--- src/rtl/afr_pkg.sv ---
package afr_pkg;
    localparam int SAMPLE_W = 16;

    typedef enum logic [1:0] {
        FMT_PCM = 2'd0,
        FMT_LJ  = 2'd1,
        FMT_RJ  = 2'd2,
        FMT_RSV = 2'd3
    } fmt_e;

    typedef enum logic [1:0] {
        ST_OFF  = 2'd0,
        ST_WAIT = 2'd1,
        ST_RUN  = 2'd2
    } seq_st_e;
endpackage

--- src/rtl/afr_sync.sv ---
module afr_sync #(
    parameter int N = 1
) (
    input  logic         clk,
    input  logic         rst_n,
    input  logic [N-1:0] d,
    output logic [N-1:0] q
);
    logic [N-1:0] meta;

    always_ff @(posedge clk or negedge rst_n) begin
        if (!rst_n) begin
            meta <= '0;
            q    <= '0;
        end else begin
            meta <= d;
            q    <= meta;
        end
    end
endmodule

--- src/rtl/afr_slot_map.sv ---
module afr_slot_map
    import afr_pkg::*;
#(
    parameter int PW = 9
) (
    input  fmt_e          fmt,
    input  logic          off,
    input  logic [PW-1:0] pos,
    input  logic [PW-1:0] half,
    output logic          hit,
    output logic          slot,
    output logic [3:0]    idx
);
    logic          second;
    logic [PW-1:0] h;
    logic [PW-1:0] d;
    logic [PW-1:0] offw;

    always_comb begin
        offw   = {{(PW-1){1'b0}}, off};
        second = (pos >= half);
        h      = second ? pos - half : pos;
        d      = '0;
        hit    = 1'b0;
        slot   = 1'b0;
        unique case (fmt)
            FMT_PCM: begin
                d    = pos - offw;
                hit  = (pos >= offw) && (d < PW'(32));
                slot = d[4];
            end
            FMT_LJ: begin
                d    = h - offw;
                hit  = (h >= offw) && (d < PW'(16));
                slot = second;
            end
            FMT_RJ: begin
                d    = h - (half - PW'(16));
                hit  = (h >= half - PW'(16));
                slot = second;
            end
            default: begin
                d   = '0;
                hit = 1'b0;
            end
        endcase
        idx = d[3:0];
    end
endmodule

--- src/rtl/afr_clk_events.sv ---
module afr_clk_events (
    input  logic clk,
    input  logic rst_n,
    input  logic en,
    input  logic bclk_master,
    input  logic bclk_inv,
    input  logic lrck_inv,
    input  logic half_stb,
    input  logic bclk_s,
    input  logic lrck_s,
    output logic shift_ev,
    output logic samp_ev,
    output logic lr_lvl,
    output logic bclk_o
);
    logic bclk_int;
    logic bclk_d;
    logic eb_now;
    logic eb_old;

    always_ff @(posedge clk or negedge rst_n) begin
        if (!rst_n) begin
            bclk_int <= 1'b1;
            bclk_d   <= 1'b0;
        end else begin
            bclk_d <= bclk_s;
            if (!en)
                bclk_int <= 1'b1;
            else if (half_stb)
                bclk_int <= ~bclk_int;
        end
    end

    always_comb begin
        eb_now   = bclk_s ^ bclk_inv;
        eb_old   = bclk_d ^ bclk_inv;
        shift_ev = bclk_master ? (en & half_stb & bclk_int)  : (eb_old & ~eb_now);
        samp_ev  = bclk_master ? (en & half_stb & ~bclk_int) : (~eb_old & eb_now);
        lr_lvl   = lrck_s ^ lrck_inv;
        bclk_o   = bclk_int ^ bclk_inv;
    end
endmodule

--- src/rtl/afr_seq.sv ---
module afr_seq
    import afr_pkg::*;
#(
    parameter int PW = 9
) (
    input  logic          clk,
    input  logic          rst_n,
    input  logic          en,
    input  logic          frame_master,
    input  fmt_e          fmt,
    input  logic [PW-1:0] half,
    input  logic          shift_ev,
    input  logic          lr_in,
    output seq_st_e       state,
    output logic [PW-1:0] pos,
    output logic [PW-1:0] pos_n,
    output logic          adv,
    output logic          frame_start,
    output logic          at_last,
    output logic          lr_mst
);
    seq_st_e       state_n;
    logic          lr_prev;
    logic [PW-1:0] last;
    logic [PW-1:0] wrap;
    logic [PW-1:0] nxt;
    logic          go_edge;

    // next-state process
    always_comb begin
        last    = {half[PW-2:0], 1'b0} - PW'(1);
        wrap    = (pos == last) ? '0 : pos + PW'(1);
        go_edge = (fmt == FMT_PCM) ? (lr_in & ~lr_prev) : (~lr_in & lr_prev);
        if (frame_master)
            nxt = wrap;
        else if (fmt == FMT_PCM)
            nxt = (lr_in & ~lr_prev) ? '0 : wrap;
        else if (lr_in != lr_prev)
            nxt = lr_in ? half : '0;
        else
            nxt = wrap;

        state_n     = state;
        pos_n       = pos;
        adv         = 1'b0;
        frame_start = 1'b0;
        unique case (state)
            ST_OFF: begin
                pos_n = last;
                if (en) state_n = frame_master ? ST_RUN : ST_WAIT;
            end
            ST_WAIT: begin
                if (!en) begin
                    state_n = ST_OFF;
                end else if (shift_ev && go_edge) begin
                    state_n     = ST_RUN;
                    pos_n       = '0;
                    adv         = 1'b1;
                    frame_start = 1'b1;
                end
            end
            ST_RUN: begin
                if (!en) begin
                    state_n = ST_OFF;
                end else if (shift_ev) begin
                    pos_n       = nxt;
                    adv         = 1'b1;
                    frame_start = (nxt == '0);
                end
            end
            default: state_n = ST_OFF;
        endcase
    end

    // state register process
    always_ff @(posedge clk or negedge rst_n) begin
        if (!rst_n) begin
            state   <= ST_OFF;
            pos     <= '0;
            lr_prev <= 1'b0;
        end else begin
            state <= state_n;
            pos   <= pos_n;
            if (shift_ev) lr_prev <= lr_in;
        end
    end

    // output process
    always_comb begin
        at_last = (pos == last);
        unique case (fmt)
            FMT_PCM: lr_mst = (pos == '0);
            FMT_LJ,
            FMT_RJ:  lr_mst = (pos >= half);
            default: lr_mst = 1'b0;
        endcase
    end
endmodule

--- src/rtl/afr_tx.sv ---
module afr_tx
    import afr_pkg::*;
#(
    parameter int PW = 9
) (
    input  logic                clk,
    input  logic                rst_n,
    input  logic                idle,
    input  logic                tx_en,
    input  logic                adv,
    input  logic                frame_start,
    input  fmt_e                fmt,
    input  logic                off,
    input  logic [PW-1:0]       pos_n,
    input  logic [PW-1:0]       half,
    input  logic                tx_valid,
    input  logic [SAMPLE_W-1:0] tx_left,
    input  logic [SAMPLE_W-1:0] tx_right,
    output logic                tx_ready,
    output logic                tx_underrun,
    output logic                sdo_q
);
    logic [SAMPLE_W-1:0] cur_l, cur_r, src_l, src_r, sel;
    logic                load, hit, slot;
    logic [3:0]          idx;

    afr_slot_map #(.PW(PW)) u_map (
        .fmt(fmt), .off(off), .pos(pos_n), .half(half),
        .hit(hit), .slot(slot), .idx(idx)
    );

    always_comb begin
        load     = frame_start & tx_en;
        tx_ready = load;
        src_l    = load ? (tx_valid ? tx_left  : '0) : cur_l;
        src_r    = load ? (tx_valid ? tx_right : '0) : cur_r;
        sel      = slot ? src_r : src_l;
    end

    always_ff @(posedge clk or negedge rst_n) begin
        if (!rst_n) begin
            cur_l       <= '0;
            cur_r       <= '0;
            sdo_q       <= 1'b0;
            tx_underrun <= 1'b0;
        end else begin
            tx_underrun <= load & ~tx_valid;
            if (load) begin
                cur_l <= src_l;
                cur_r <= src_r;
            end
            if (idle || !tx_en)
                sdo_q <= 1'b0;
            else if (adv)
                sdo_q <= hit & sel[4'd15 - idx];
        end
    end
endmodule

--- src/rtl/afr_rx.sv ---
module afr_rx
    import afr_pkg::*;
#(
    parameter int PW = 9
) (
    input  logic                clk,
    input  logic                rst_n,
    input  logic                run,
    input  logic                rx_en,
    input  logic                samp_ev,
    input  logic                at_last,
    input  fmt_e                fmt,
    input  logic                off,
    input  logic [PW-1:0]       pos,
    input  logic [PW-1:0]       half,
    input  logic                sdi_s,
    output logic                rx_valid,
    output logic [SAMPLE_W-1:0] rx_left,
    output logic [SAMPLE_W-1:0] rx_right
);
    logic [SAMPLE_W-1:0] cap_l, cap_r, new_l, new_r;
    logic                hit, slot, take;
    logic [3:0]          idx;

    afr_slot_map #(.PW(PW)) u_map (
        .fmt(fmt), .off(off), .pos(pos), .half(half),
        .hit(hit), .slot(slot), .idx(idx)
    );

    always_comb begin
        take  = samp_ev & run & rx_en;
        new_l = cap_l;
        new_r = cap_r;
        if (hit && !slot) new_l[4'd15 - idx] = sdi_s;
        if (hit &&  slot) new_r[4'd15 - idx] = sdi_s;
    end

    always_ff @(posedge clk or negedge rst_n) begin
        if (!rst_n) begin
            cap_l    <= '0;
            cap_r    <= '0;
            rx_valid <= 1'b0;
            rx_left  <= '0;
            rx_right <= '0;
        end else begin
            rx_valid <= take & at_last;
            if (take) begin
                cap_l <= new_l;
                cap_r <= new_r;
                if (at_last) begin
                    rx_left  <= new_l;
                    rx_right <= new_r;
                end
            end
        end
    end
endmodule

--- src/rtl/afr_framer.sv ---
module afr_framer
    import afr_pkg::*;
#(
    parameter int PER_W = 8,
    localparam int PW   = PER_W + 1
) (
    input  logic                clk,
    input  logic                rst_n,
    input  logic                en,
    input  logic [1:0]          mode,
    input  logic                data_off,
    input  logic [PER_W-1:0]    per,
    input  logic                bclk_inv,
    input  logic                lrck_inv,
    input  logic                bclk_master,
    input  logic                lrck_master,
    input  logic                sdo_en,
    input  logic                tx_en,
    input  logic                rx_en,
    input  logic                half_stb,
    input  logic                bclk_i,
    input  logic                lrck_i,
    input  logic                sdi,
    output logic                bclk_o,
    output logic                bclk_oe,
    output logic                lrck_o,
    output logic                lrck_oe,
    output logic                sdo,
    output logic                sdo_oe,
    input  logic                tx_valid,
    input  logic [SAMPLE_W-1:0] tx_left,
    input  logic [SAMPLE_W-1:0] tx_right,
    output logic                tx_ready,
    output logic                tx_underrun,
    output logic                rx_valid,
    output logic [SAMPLE_W-1:0] rx_left,
    output logic [SAMPLE_W-1:0] rx_right
);
    fmt_e          fmt;
    seq_st_e       state;
    logic [PW-1:0] half, pos, pos_n;
    logic [2:0]    pins_s;
    logic          shift_ev, samp_ev, lr_lvl, adv, frame_start, at_last, lr_mst, sdo_q;

    assign fmt  = fmt_e'(mode);
    assign half = {1'b0, per} + PW'(1);

    afr_sync #(.N(3)) u_sync (
        .clk(clk), .rst_n(rst_n), .d({sdi, lrck_i, bclk_i}), .q(pins_s)
    );

    afr_clk_events u_ev (
        .clk(clk), .rst_n(rst_n), .en(en), .bclk_master(bclk_master),
        .bclk_inv(bclk_inv), .lrck_inv(lrck_inv), .half_stb(half_stb),
        .bclk_s(pins_s[0]), .lrck_s(pins_s[1]),
        .shift_ev(shift_ev), .samp_ev(samp_ev), .lr_lvl(lr_lvl), .bclk_o(bclk_o)
    );

    afr_seq #(.PW(PW)) u_seq (
        .clk(clk), .rst_n(rst_n), .en(en), .frame_master(lrck_master),
        .fmt(fmt), .half(half), .shift_ev(shift_ev), .lr_in(lr_lvl),
        .state(state), .pos(pos), .pos_n(pos_n), .adv(adv),
        .frame_start(frame_start), .at_last(at_last), .lr_mst(lr_mst)
    );

    afr_tx #(.PW(PW)) u_tx (
        .clk(clk), .rst_n(rst_n), .idle(state == ST_OFF), .tx_en(tx_en),
        .adv(adv), .frame_start(frame_start), .fmt(fmt), .off(data_off),
        .pos_n(pos_n), .half(half), .tx_valid(tx_valid), .tx_left(tx_left),
        .tx_right(tx_right), .tx_ready(tx_ready), .tx_underrun(tx_underrun),
        .sdo_q(sdo_q)
    );

    afr_rx #(.PW(PW)) u_rx (
        .clk(clk), .rst_n(rst_n), .run(state == ST_RUN), .rx_en(rx_en),
        .samp_ev(samp_ev), .at_last(at_last), .fmt(fmt), .off(data_off),
        .pos(pos), .half(half), .sdi_s(pins_s[2]), .rx_valid(rx_valid),
        .rx_left(rx_left), .rx_right(rx_right)
    );

    assign lrck_o  = lr_mst ^ lrck_inv;
    assign bclk_oe = en & bclk_master;
    assign lrck_oe = en & lrck_master;
    assign sdo_oe  = en & tx_en & sdo_en;
    assign sdo     = sdo_q & sdo_oe;
endmodule

--- config.mk ---
export PLATFORM = sky130hd
export DESIGN_NAME = afr_framer
export DESIGN_NICKNAME = d
export VERILOG_FILES = /design/src/rtl/afr_pkg.sv /design/src/rtl/afr_sync.sv /design/src/rtl/afr_slot_map.sv /design/src/rtl/afr_clk_events.sv /design/src/rtl/afr_seq.sv /design/src/rtl/afr_tx.sv /design/src/rtl/afr_rx.sv /design/src/rtl/afr_framer.sv
export SDC_FILE = /design/constraint.sdc
export NUM_CORES = 1
export LEC_CHECK = 0
export ABC_AREA = 0
export BUFFER_PORTS_ARGS = -buffer_cell sky130_fd_sc_hd__buf_2
export CAP_MARGIN = 20
export CORE_MARGIN = 5
export CORE_UTILIZATION = 39
export CTS_BUF_LIST = sky130_fd_sc_hd__clkbuf_8 sky130_fd_sc_hd__clkbuf_16
export DETAILED_ROUTE_END_ITERATION = 6
export PLACE_DENSITY = 0.63
export SLEW_MARGIN = 15
export SYNTH_ARGS = -nofsm -noshare
export SYNTH_HDL_FRONTEND = slang
export SYNTH_SLANG_ARGS = --single-unit
--- constraint.sdc ---
create_clock -name clk -period 6.6 [get_ports clk]
set_clock_uncertainty 0.15 [all_clocks]
set_input_delay 0.99 -clock clk [delete_from_list [all_inputs] [get_ports clk]]
set_output_delay 0.99 -clock clk [all_outputs]
set_load 0.01 [all_outputs]
After elaboration in Yosys (flattened, before gate mapping) --
Cells that the tools add are included.
Cells by class: add/sub/neg operators 14, magnitude comparators 15, equal/unequal tests 10, multiplexer cells 54, bitwise operators 29, reduce and logical (&&, ||, !) cells 19
Operator list (number):
- two-way mux 16 bit | 7
- two-way mux 9 bit | 12
- >= comparator 9 x 1 -> 1 bit | 4
- >= comparator 9 bit | 4
- subtractor 9 x 1 -> 9 bit | 4
- bitwise mux 16 bit | 2
- one-hot mux 9 bit (3 select lines) | 1
- one-hot mux 4 bit (3 select lines) | 2
- AND 1 bit | 18
- zero test 9 bit | 2
- < comparator 9 x 5 -> 1 bit, second input constant | 2
- < comparator 9 x 6 -> 1 bit, second input constant | 2
- subtractor 9 bit | 2
- two-way mux 1 bit | 15
- < comparator 4 x 5 -> 1 bit, second input constant | 2
- two-way mux 2 bit | 5
- one-hot mux 1 bit (2 select lines) | 5
- adder 8 x 1 -> 9 bit, second input constant | 1
- adder 9 x 1 -> 9 bit, second input constant | 1
- equality test 9 bit | 1
- subtractor 9 x 1 -> 9 bit, second input constant | 1
- subtractor 9 x 5 -> 9 bit, second input constant | 1
- logical AND 1 bit | 8
- subtractor 4 bit | 2
- other kinds (21) | 37
Word-level totals: flip-flop bits (word level) 119, output and inout port bits 41, word-level logic and storage cells 157

Depth between registers and ports, before layout --
depth after elaboration 20, depth in mapped cells 38, mapped depth without buffers 35

By module --
Synthesis repeated with hierarchy kept, for this count alone.
Second synthesis, totals: cell total of the unflattened synthesis 1187, area total of the unflattened synthesis 10286.1 um^2
By module, submodules not included:
- afr_rx | instances 1, cells each 301, area an instance 3344.5 um^2, seq. area each 1626.6 um^2
- afr_seq | instances 1, cells each 239, area an instance 1828.0 um^2, seq. area each 300.3 um^2
- afr_tx | instances 1, cells each 196, area an instance 1756.7 um^2, seq. area each 850.8 um^2
- afr_slot_map at u_rx.u_map | instances 1, cells each 210, area an instance 1485.2 um^2, seq. area each 0.0 um^2
- afr_slot_map at u_tx.u_map | instances 1, cells each 196, area an instance 1403.8 um^2, seq. area each 0.0 um^2
- afr_framer | instances 1, cells each 25, area an instance 165.2 um^2, seq. area each 0.0 um^2
- afr_clk_events | instances 1, cells each 14, area an instance 152.6 um^2, seq. area each 51.3 um^2
- afr_sync | instances 1, cells each 6, area an instance 150.1 um^2, seq. area each 150.1 um^2

Worst setup path before layout --
No wires, ideal clock.
kind input port to flip-flop, start point input per[2], end point register u_tx.sdo_q, library setup time 0.073 ns, arrival time 8.184 ns, required time 6.377 ns, slack -1.807 ns, stages 34, path buffers 5, path through buf_4 > nand3_1 > nor2_1 > xnor2_1 > ha_1 > nand3_1 > o32ai_1 > xnor3_4 > nand4_1 > or4_1 > buf_2 > a41o_2 > nand2_1 > o311a_1 > inv_1 > ha_1 > a21o_1 > a21o_1 > a21o_1 > a21oi_1 > nand2_1 > clkbuf_1 > o21ai_0 > ha_1 > or2b_1 > a31oi_1 > clkbuf_1 > buf_1 > mux2i_1 > o221ai_1 > o21ai_0 > a211oi_1 > a21boi_2 > a21oi_2
Between the ends: cells in the longest elaborated chain, start to end 20, elaborated cells on any way between the ends 43, those cells by class 8 x add/sub; 6 x order compare; 1 x eq/ne; 23 x mux; 2 x bitwise; 3 x reduce/logical
Ends and longest elaborated chain:
- from (decl) | RTL line afr_framer.sv:12 | input logic [PER_W-1:0] per,
- adder 8 x 1 -> 9 bit * | RTL line afr_framer.sv:46 | assign half = {1'b0, per} + PW'(1);
- subtractor 9 x 1 -> 9 bit | RTL line afr_seq.sv:31 | last = {half[PW-2:0], 1'b0} - PW'(1);
- equality test 9 bit | RTL line afr_seq.sv:32 | wrap = (pos == last) ? '0 : pos + PW'(1);
- two-way mux 9 bit | RTL line afr_seq.sv:32
- two-way mux 9 bit, on equally long branches | RTL line afr_seq.sv:38, afr_seq.sv:37
- two-way mux 9 bit | RTL line afr_seq.sv:36 | else if (fmt == FMT_PCM)
- two-way mux 9 bit | RTL line afr_seq.sv:34 | if (frame_master)
- two-way mux 9 bit | RTL line afr_seq.sv:65 | end else if (shift_ev) begin
- [2 not listed]
- net pos_n[5] | RTL line afr_framer.sv:41 | logic [PW-1:0] half, pos, pos_n;
- [2 not listed]
- subtractor 9 x 1 -> 9 bit or subtractor 4 bit (tied branches) | RTL line afr_slot_map.sv:33, afr_slot_map.sv:38
- one-hot mux 4 bit (3 select lines) | RTL line afr_slot_map.sv:26 | unique case (fmt)
- subtractor 4 bit | RTL line afr_tx.sv:55 | sdo_q <= hit & sel[4'd15 - idx];
- binary-select mux 1 bit (select 4 bit) | RTL line afr_tx.sv:55
- two-way mux 1 bit (implied by the code) | RTL line afr_tx.sv:55
- AND 1 bit * | RTL line afr_tx.sv:55
- two-way mux 1 bit * | RTL line afr_tx.sv:54 | else if (adv)
- two-way mux 1 bit * | RTL line afr_tx.sv:52 | if (idle || !tx_en)
- to (signal assigned) | RTL line afr_tx.sv:55
- to (decl) | RTL line afr_tx.sv:21 | output logic sdo_q
Mark *: on every way through the listed nets, which the timed path passes. The rest lies on a longest branch. The select of a mux whose other input is x is not followed. A chain may end at the register's enable or synchronous reset.

Worst setup path in the final report --
start point input per[1], end point register u_tx.sdo_q
The elaborated chain is that of the path after synthesis.

==> run metrics <==
Syn. warnings=0; H-tree depth=4; CTS Buf Count=17; Reg power frac=a little over an eighth; critical path class=in -> reg; Crit Path Max Fanout=6; share of the yosys chip area belonging to registers=between 20 and 30%; first-pass GRT wire length=49,710 um; CTS tree=yes; Storage cell area=~0.003 mm^2; Root Driver=clkbuf_16; max-slew violations=0; CTS clk-pin slew, worst paths=0.06 ns; Min-Delay Path Class=reg -> reg; Pre-Repair DR Iteration Count=5; Period minus WS final=about 6.7 ns; Min-Delay Startpoint=u_sync.meta[2]; worst path arrival time=about 6.8 ns; Synth Register Bits=119; die area=0.02902 mm^2; All-Layer GR Usage=21.20%; global placement routability congestion=0.9258; status=finished, violations left; DP Wirelength=about 23,000 um; maximum clock path buffer count=2; Worst Setup SP=per[1]; R2R Setup Slk=0.52 ns; Lkg Pwr=0.005894 uW; area of the multi-input gates=0.006649 mm^2; Post-synth EDFFs=0; switching part of the total power=43.88%; post-synthesis async set-or-reset flop share=between 90% and 100%; TNS Setup=-0.06364 ns; worst-skew pair later-pin latency=0.42 ns; Starting DRT DRC Count=880; Die Wd=170.4 um; Synth Instances=around 1,200; largest net degree at the start of global routing=85; Comb pwr share=slightly above 70%; P_sw=2770 uW; Syn Nets=about 1,300; Placed Cells=between 1,500 and 2,000; Layout area overhead=28.25%; Synth cell types=about 90; core footprint=0.02525 mm^2; NumNets Final=~1,500; fmax=150.1 MHz; P per Cell Area=about 490 mW/mm^2; final worst-path cycle share=101.0%; Congestion Overflow GR=0; number of remaining DRC errors=0; per-cell routed wire length=17.75 um; Post-Route WL=about 31,000 um; Slowest-stage cell, CP=fa_1; Layout Cells excl Fill=1,746; peak supply drop=about 450 uV; max cap viols=0; I/O pins=99; CP startpoint kind=input pin; Most common cell on crit path=a21o_1; slowest stage delay, CP=0.49 ns; Cell Int Power=~3500 uW; headroom to the max-slew limit=between 30 and 40%; post-route ant nets=0; initial antenna violation count=1; Post-Syn Area per Cell=8.535 um^2; crit end category=flop; RSZ-0062 raised after global routing=true; Top FF cell, synth=dfrtp_1; Final Hold Violating Endpoints=0; IO buf count=~100; layout cells sized above 1=a little under a third; violated checks=negative setup slack; final core utilization=50.93%; Vias/cell=roughly 5.6; post-route setup slack=-0.06364 ns; Req. time, crit path=6.76 ns; R2R Path Start=u_sync.q[1]; Layout fillers=around 2,400; Cell Area, Synth=around 0.010 mm^2; Diodes inserted=0; via count=between 9,000 and 10,000; row cnt=58; DIE HEIGHT=roughly 170 um; Tot Pwr=roughly 6300 uW; clk sink count=between 100 and 150; setup violators final=1; Initial Util=39.71%; Worst Max-Slew Pin Slew=between 0.9 and 1 ns; clock group share of total power=15.4%; vias in the first global route=9,478
routing by layer:
layer	share of wire, %	track usage, %
met5	0	0
met4	2.1	6.076
met3	5.4	2.950
met2	48	35.09
met1	45	29.03
state kept, by name, indices dropped and copies added (netlist names):
name	cells
u_sync.meta	3
u_rx.cap_l	16
u_seq.pos	9
u_ev.bclk_int	1
u_rx.rx_valid	1
u_seq.state	2
u_rx.rx_right	16
u_ev.bclk_d	1
u_tx.cur_l	16
u_sync.q	3
u_rx.rx_left	16
u_rx.cap_r	16
u_tx.cur_r	16
u_tx.sdo_q	1
u_tx.tx_underrun	1
u_seq.lr_prev	1
path summary, 6_finish.rpt:
check,endpoint,depth (start not counted)
min reg2reg,u_sync.q[2],0
max in group asynchronous,u_tx.cur_r[4],2
min in group asynchronous,u_rx.rx_right[9],1
max,u_tx.sdo_q,34
max reg2reg,u_tx.sdo_q,27
min,u_sync.q[2],0
metrics by stage:
step	setup slack [ns]	hold WS, ns	cell area (um^2)
after floorplan	-1.109	0.1812	10180
after global placement	-0.6920	0.1855	12100
after detailed placement	-0.8677	0.1870	12100
after CTS	0.0008411	0.2001	12810
after global routing	-0.3668	0.2044	12860
final	-0.06364	0.1969	12860
kinds of logic after synthesis:
group / Yosys count / share of synthesized area, %
xor gates and xnor gates: 60 / 6.076
DFF: 119 / 29.71
adders and majority gates: 62 / 8.035
and+or+nand+nor: 408 / 19.48
muxes: 63 / 7.087
buffers and inverters: 130 / 6.151
AOI/OAI and AO/OA: 333 / 23.47
cells in the final DEF (no fill, tap or decap), drive strengths merged, types with 28 or more instances in the layout:
master,count
a21oi,56
buf,286
dfrtp,118
ha,58
inv,55
mux2,51
nand2,186
nor2,45
nor3,55
o211ai,40
o21ai,87
o311ai,34
xnor2,28
power groups by stage:
stage          logic (uW)  clock network (uW)  registers, uW
2_1_floorplan        2710                   0            848
3_3_place_gp         4260                   0            876
3_5_place_dp         4290                   0            876
4_1_cts              4370                 991            864
5_1_grt              4900                1020            874
6_report             4470                 973            867
layout make-up:
| type | count | share of cell area, % |
|---|---|---|
| Sequential cell | 119 | 23.16 |
| Tap cell | 330 | 3.210 |
| Multi-Input combinational cell | 926 | 51.70 |
| Inverter | 52 | 1.547 |
| Clock inverter | 14 | 1.343 |
| Timing Repair Buffer | 287 | 15.62 |
| Clock buffer | 18 | 3.415 |
Yosys cell counts (5+ instances only):
| master | number | area (um^2) |
|---|---|---|
| nand2_1 | 186 | 698.2 |
| dfrtp_1 | 118 | 2953 |
| o21ai_0 | 84 | 420.4 |
| ha_1 | 58 | 725.7 |
| a21oi_1 | 55 | 275.3 |
| nor3_1 | 54 | 270.3 |
| inv_1 | 52 | 195.2 |
| clkbuf_1 | 51 | 191.4 |
| mux2_2 | 51 | 574.3 |
| nor2_1 | 45 | 168.9 |
| o211ai_1 | 39 | 292.8 |
| o311ai_0 | 34 | 297.8 |
| xnor2_1 | 28 | 245.2 |
| xor2_1 | 27 | 236.5 |
| nand3_1 | 25 | 125.1 |
| a21o_1 | 24 | 180.2 |
| nor2b_1 | 14 | 87.58 |
| a31oi_1 | 11 | 68.82 |
| mux2i_1 | 11 | 110.1 |
| nand2b_1 | 11 | 68.82 |
| nand4_1 | 11 | 68.82 |
| and3_1 | 9 | 56.30 |
| a22oi_1 | 8 | 60.06 |
| buf_1 | 8 | 30.03 |
| o31ai_1 | 8 | 60.06 |
| clkbuf_8 | 7 | 96.34 |
| or2_2 | 7 | 43.79 |
| and2_1 | 5 | 31.28 |
| buf_4 | 5 | 37.54 |
| buf_6 | 5 | 56.30 |
| nand3b_1 | 5 | 37.54 |
| nor4_1 | 5 | 31.28 |
worst max-delay path, delay by kind of cell:
kind,cells,cell delay (ns)
compound gates,14,2.33
xor+xnor,2,0.55
fa+ha+maj,5,1.25
buf+inv,3,0.35
mux,1,0.31
simple gates,9,1.04
repair_timing:
action	in CTS	in global routing
resized for setup	12	17
hold endpoints to repair	0	0
hold buffers	0	0
endpoints found under the setup margin	1	42
pin swaps	22	9
setup buffers	6	1
(Power assumes the default switching activity.)
